<file path="src/rtl/rsv_pkg.sv">
package rsv_pkg;
    localparam int unsigned ADDR_W_DEF = 32;
    localparam int unsigned DATA_W_DEF = 32;

    // number of byte-select bits below the word index
    function automatic int unsigned offset_bits(input int unsigned data_w);
        return (data_w <= 8) ? 0 : $clog2(data_w / 8);
    endfunction
endpackage

</file>
<file path="src/rtl/rsv_word_cmp.sv">
module rsv_word_cmp #(
    parameter int unsigned ADDR_W = 32,
    parameter int unsigned OFS_W  = 2
) (
    input  logic [ADDR_W-1:0] a_i,
    input  logic [ADDR_W-1:0] b_i,
    output logic              same_word_o
);
    // byte-offset bits never take part in the comparison
    always_comb begin
        same_word_o = (a_i[ADDR_W-1:OFS_W] == b_i[ADDR_W-1:OFS_W]);
    end
endmodule

</file>
<file path="src/rtl/rsv_verdict.sv">
module rsv_verdict #(
    parameter int unsigned DATA_W = 32
) (
    input  logic              sc_valid_i,
    input  logic              resv_valid_i,
    input  logic              sc_hit_i,
    input  logic              snoop_kill_i,
    input  logic              exc_taken_i,
    input  logic [DATA_W-1:0] sc_data_i,
    output logic              commit_o,
    output logic [DATA_W-1:0] wr_data_o,
    output logic [DATA_W-1:0] result_o
);
    // any same-cycle hazard forces failure: spurious failure is safe
    always_comb begin
        commit_o  = sc_valid_i & resv_valid_i & sc_hit_i
                  & ~snoop_kill_i & ~exc_taken_i;
        wr_data_o = commit_o ? sc_data_i : '0;
        result_o  = {{(DATA_W-1){1'b0}}, commit_o};
    end
endmodule

</file>
<file path="src/rtl/rsv_monitor.sv">
module rsv_monitor #(
    parameter int unsigned ADDR_W = rsv_pkg::ADDR_W_DEF,
    parameter int unsigned DATA_W = rsv_pkg::DATA_W_DEF
) (
    input  logic              clk,
    input  logic              rst_n,
    input  logic              ll_valid_i,
    input  logic [ADDR_W-1:0] ll_addr_i,
    input  logic              sc_valid_i,
    input  logic [ADDR_W-1:0] sc_addr_i,
    input  logic [DATA_W-1:0] sc_data_i,
    input  logic              snp_valid_i,
    input  logic [ADDR_W-1:0] snp_addr_i,
    input  logic              exc_taken_i,
    output logic              sc_wr_en_o,
    output logic [DATA_W-1:0] sc_wr_data_o,
    output logic [DATA_W-1:0] sc_result_o,
    output logic              dbg_resv_valid_o,
    output logic [ADDR_W-1:0] dbg_resv_addr_o
);
    localparam int unsigned OFS_W = rsv_pkg::offset_bits(DATA_W);
    localparam logic [ADDR_W-1:0] WORD_MASK = {ADDR_W{1'b1}} << OFS_W;
    localparam int unsigned N_CMP = 3;
    localparam int unsigned CMP_SC    = 0;   // store vs reservation
    localparam int unsigned CMP_SNP   = 1;   // snoop vs reservation
    localparam int unsigned CMP_SNPLL = 2;   // snoop vs new load-linked

    typedef struct packed {
        logic              valid;
        logic [ADDR_W-1:0] addr;
    } resv_t;

    resv_t resv_d, resv_q;

    logic [ADDR_W-1:0] cmp_a [N_CMP];
    logic [ADDR_W-1:0] cmp_b [N_CMP];
    logic [N_CMP-1:0]  same_word;

    always_comb begin
        cmp_a[CMP_SC]    = sc_addr_i;
        cmp_b[CMP_SC]    = resv_q.addr;
        cmp_a[CMP_SNP]   = snp_addr_i;
        cmp_b[CMP_SNP]   = resv_q.addr;
        cmp_a[CMP_SNPLL] = snp_addr_i;
        cmp_b[CMP_SNPLL] = ll_addr_i;
    end

    for (genvar g = 0; g < N_CMP; g++) begin : g_cmp
        rsv_word_cmp #(.ADDR_W(ADDR_W), .OFS_W(OFS_W)) cmp_i (
            .a_i         (cmp_a[g]),
            .b_i         (cmp_b[g]),
            .same_word_o (same_word[g])
        );
    end

    logic snoop_kill;
    logic snoop_on_ll;
    logic commit;

    always_comb begin
        snoop_kill  = snp_valid_i & resv_q.valid & same_word[CMP_SNP];
        snoop_on_ll = snp_valid_i & same_word[CMP_SNPLL];
    end

    rsv_verdict #(.DATA_W(DATA_W)) verdict_i (
        .sc_valid_i   (sc_valid_i),
        .resv_valid_i (resv_q.valid),
        .sc_hit_i     (same_word[CMP_SC]),
        .snoop_kill_i (snoop_kill),
        .exc_taken_i  (exc_taken_i),
        .sc_data_i    (sc_data_i),
        .commit_o     (commit),
        .wr_data_o    (sc_wr_data_o),
        .result_o     (sc_result_o)
    );

    // next-state: exception beats load-linked, which beats clearing
    always_comb begin
        resv_d = resv_q;
        if (exc_taken_i) begin
            resv_d.valid = 1'b0;
        end else if (ll_valid_i) begin
            resv_d.valid = ~snoop_on_ll;
            resv_d.addr  = ll_addr_i & WORD_MASK;
        end else if (sc_valid_i || snoop_kill) begin
            resv_d.valid = 1'b0;
        end
    end

    always_ff @(posedge clk) begin
        if (!rst_n) begin
            resv_q <= '0;
        end else begin
            resv_q <= resv_d;
        end
    end

    assign sc_wr_en_o       = commit;
    assign dbg_resv_valid_o = resv_q.valid;
    assign dbg_resv_addr_o  = resv_q.addr;
endmodule

</file>
<file path="config.mk">
export PLATFORM = sky130hd
export DESIGN_NAME = rsv_monitor
export DESIGN_NICKNAME = d
export VERILOG_FILES = /design/src/rtl/rsv_pkg.sv /design/src/rtl/rsv_word_cmp.sv /design/src/rtl/rsv_verdict.sv /design/src/rtl/rsv_monitor.sv
export SDC_FILE = /design/constraint.sdc
export NUM_CORES = 1
export LEC_CHECK = 0
export CAP_MARGIN = 40
export CORE_MARGIN = 5
export CORE_UTILIZATION = 35
export CTS_CLUSTER_DIAMETER = 50
export DETAILED_ROUTE_END_ITERATION = 12
export PLACE_DENSITY = 0.88
export RECOVER_POWER = 25
export SYNTH_ARGS = -nofsm -noshare
export SYNTH_HDL_FRONTEND = slang
export SYNTH_HIERARCHICAL = 1
export SYNTH_SLANG_ARGS = --single-unit
</file>
<file path="constraint.sdc">
create_clock -name clk -period 4.8 [get_ports clk]
set_clock_uncertainty 0.2 [all_clocks]
set_input_delay 0.96 -clock clk [delete_from_list [all_inputs] [get_ports clk]]
set_output_delay 0.96 -clock clk [all_outputs]
set_load 0.05 [all_outputs]
</file>
==> results.toml <==
[floorplanning]
die_height_um = 97.8
fp.dieW_um = 97.8
io_pins = 232
die-area_mm2 = 0.00957
coreArea_mm2 = 0.00761
start_util_pct = 35.5
rows = 32

[worst_setup_path]
crit_path_cell_trace = "clkdlybuf4s50_1, xor2_1, nor4_1, nand4_1, nor4_2, and3_1, nand4bb_4, nor2_1, buf_12"
slowest_delay_ps = 490
cp.required_ps = 3640
startpoint_type = "input port"
end_kind = "output pin"
cp.arrival_ps = 3460
path_max_fanout = 16
criticalPathCategory = "input port to output pin"
cp_slowest_cell = "nor4_1"

[route]
route.met2.wl_um = 6030
vias = 3090
dr.first_iter.drc_count = 55
drt-wirelength-per-cell_um = 16.7
drt-vias-per-instance = 4.70
drt-met1-wl_um = 3780
ant_nets = 0
drc = 0
wl_met3_um = 840
top_layer_used = "met4"
wl_um = 11000
dr.pass1.iters = 4

[timing]
finalWorstSetupSlack_ps = 181
finalSetupViolations = 0
rsz0062_at_grt = "no"
period_minus_slack_ps = 4620
totalNegativeSetupSlack_ps = 0
min_period_over_period_pct = 96.2
worstMarginPinSlew_ps = 1060
final-hold-violation-count = 0
slew_headroom_pct = 29.4
clock.fmax_ghz = 0.216
drv_slew = 0

[place]
dp_hpwl_um = 9150
pre_cts_ws_ps = 175
place_congestion = 0.882
io_buffers = 192

[clock_tree]
clk_latency_ps = 270
cts_setup_buffers = 0
cts_tree = "yes"
clockBufferDepth = 2
htreeDepth = 2
clock_sinks = 31
clkTransAtPathRegs_ps = 70
cts_buffers = 5
cts_root_buffer = "clkbuf_8"

[synthesis]
synth-compound-area-share_pct = 6.31
synth.area.top_cells = "dfxtp_1 23%, xor2_1 19%, nand2_1 13%"
synth_adder_area_share_pct = 0
synth_edf_count = 0
yosys.area.top_type = "dfxtp_1"
muxShareOfSynthArea_pct = 0.556
ys_top_cells_by_count = "93 x nand2_1, 60 x xor2_1, 34 x buf_4, 31 x a21oi_1, 31 x dfxtp_1"
yosysWarnings = 6
ys_ff_latch = 31
ys_seq_area_share_pct = 23.0
netlist_area_mm2 = 0.00270
post-synth-top-count-cell = "nand2_1"
synthXorXnorAreaFrac_pct = 29.2
synth.distinct_cells = 23
ys.flop_type = "dfxtp_1"
synth_top_cell_area_share_pct = 23.0
async_reset_ff_share_pct = 0
synth_area_per_cell_um2 = 7.31
syn_inst = 369
synthSimpleGateAreaFrac_pct = 27.3
synth_top_family_by_area = "XOR/XNOR gates"

[pwr]
fin_total_pwr_mw = 0.857
powerDensity_mw_per_mm2 = 170
irDropWorstVdd_mv = 0.127
leakagePower_nw = 1.90

[hold_path]
hold_path.class = "register to register"

[grt]
antenna_found_initial = 0
grt_pass1_vias = 3266
grt_max_degree = 34
grt_overflow = 0
grt_pass1_wl_um = 16800
grt_usage_pct = 21.7

[final_layout]
area_growth_pct = 87.3
final_nets = 689
drive_gt1_share_pct = 9.89
nFillCells = 641
seq_area_um2 = 621
antennaDiodeCount = 0
fin_util_pct = 66.4
multi_input_area_mm2 = 0.00187

[flow_run]
maxCapViolCount = 0

[run_status]
status = "complete, no violations"
==> path summary, 6_finish.rpt <==
check	startpoint	end	slack (ps)	depth (start not counted)
worst max-delay path	snp_addr_i[27]	sc_wr_en_o	180	9
worst min-delay path	dbg_resv_addr_o[13]$_SDFFE_PN0P_	dbg_resv_addr_o[13]$_SDFFE_PN0P_	310	2
worst max register to register	dbg_resv_addr_o[27]$_SDFFE_PN0P_	dbg_resv_valid_o$_SDFFE_PP0P_	2750	6
worst min register to register	dbg_resv_addr_o[13]$_SDFFE_PN0P_	dbg_resv_addr_o[13]$_SDFFE_PN0P_	310	2
==> worst max-delay path, delay by kind of cell <==
family | cells | cell delay, ps
XOR/XNOR | 1 | 160
AND/OR/NAND/NOR | 6 | 1700
buffers and inverters | 2 | 630
==> what timing repair did <==
action / CTS / global route
gates resized for setup: 0 / 1
hold endpoints to repair: 0 / 0
hold buffers: 0 / 0
endpoints found under the setup margin: 0 / 28
==> cells by family after synthesis <==
group | Yosys count
other | 2
buffers and inverters | 53
AO/OA/AOI/OAI | 32
multiplexers | 1
XOR/XNOR | 90
flip-flops | 31
AND/OR/NAND/NOR | 160
==> report_power, final <==
part | internal [mW] | switching, mW | leakage [nW]
sequential | 0.269 | 0.0173 | 0.254
clock | 0.131 | 0.0920 | 0.0515
combinational | 0.159 | 0.189 | 1.59
==> placed cells by master, fill, tap and decap left out, drive strengths merged, types with 8 or more instances in the layout <==
cell / count
nor4: 20
conb: 33
clkbuf: 8
xor2: 60
buf: 39
nand4: 9
nor2: 31
a21oi: 31
xnor2: 30
clkdlybuf4s50: 157
nand2: 93
dfxtp: 31
==> flip-flops by register name, indices dropped and copies added, names as in the netlist <==
name / flops
dbg_resv_addr_o: 30
dbg_resv_valid_o: 1
==> metrics by stage <==
| stage | cell area [µm²] | cells | hold slack, ps |
|---|---|---|---|
| 6_report | 5050 | 658 | 312 |
| 5_1_grt | 5050 | 658 | 341 |
| 4_1_cts | 5030 | 657 | 317 |
| 3_5_place_dp | 4930 | 649 | 308 |
| 3_3_place_gp | 4900 | 647 | 293 |
| 2_1_floorplan | 2820 | 400 | 510 |
==> routing by layer <==
metal,up-vias,GRT usage (%)
li1,1502,-
met1,1412,21.9
met2,156,42.8
met3,20,5.79
met4,0,7.14
met5,-,0
==> layout make-up <==
type,instances,area share [%]
sequential,31,12.3
multi-input combinational,317,37.0
clock buffer,8,1.98
timing repair buffer,197,46.0
tap,102,2.52
inverter,3,0.223
Note: power is estimated with default switching activity, not from simulation.
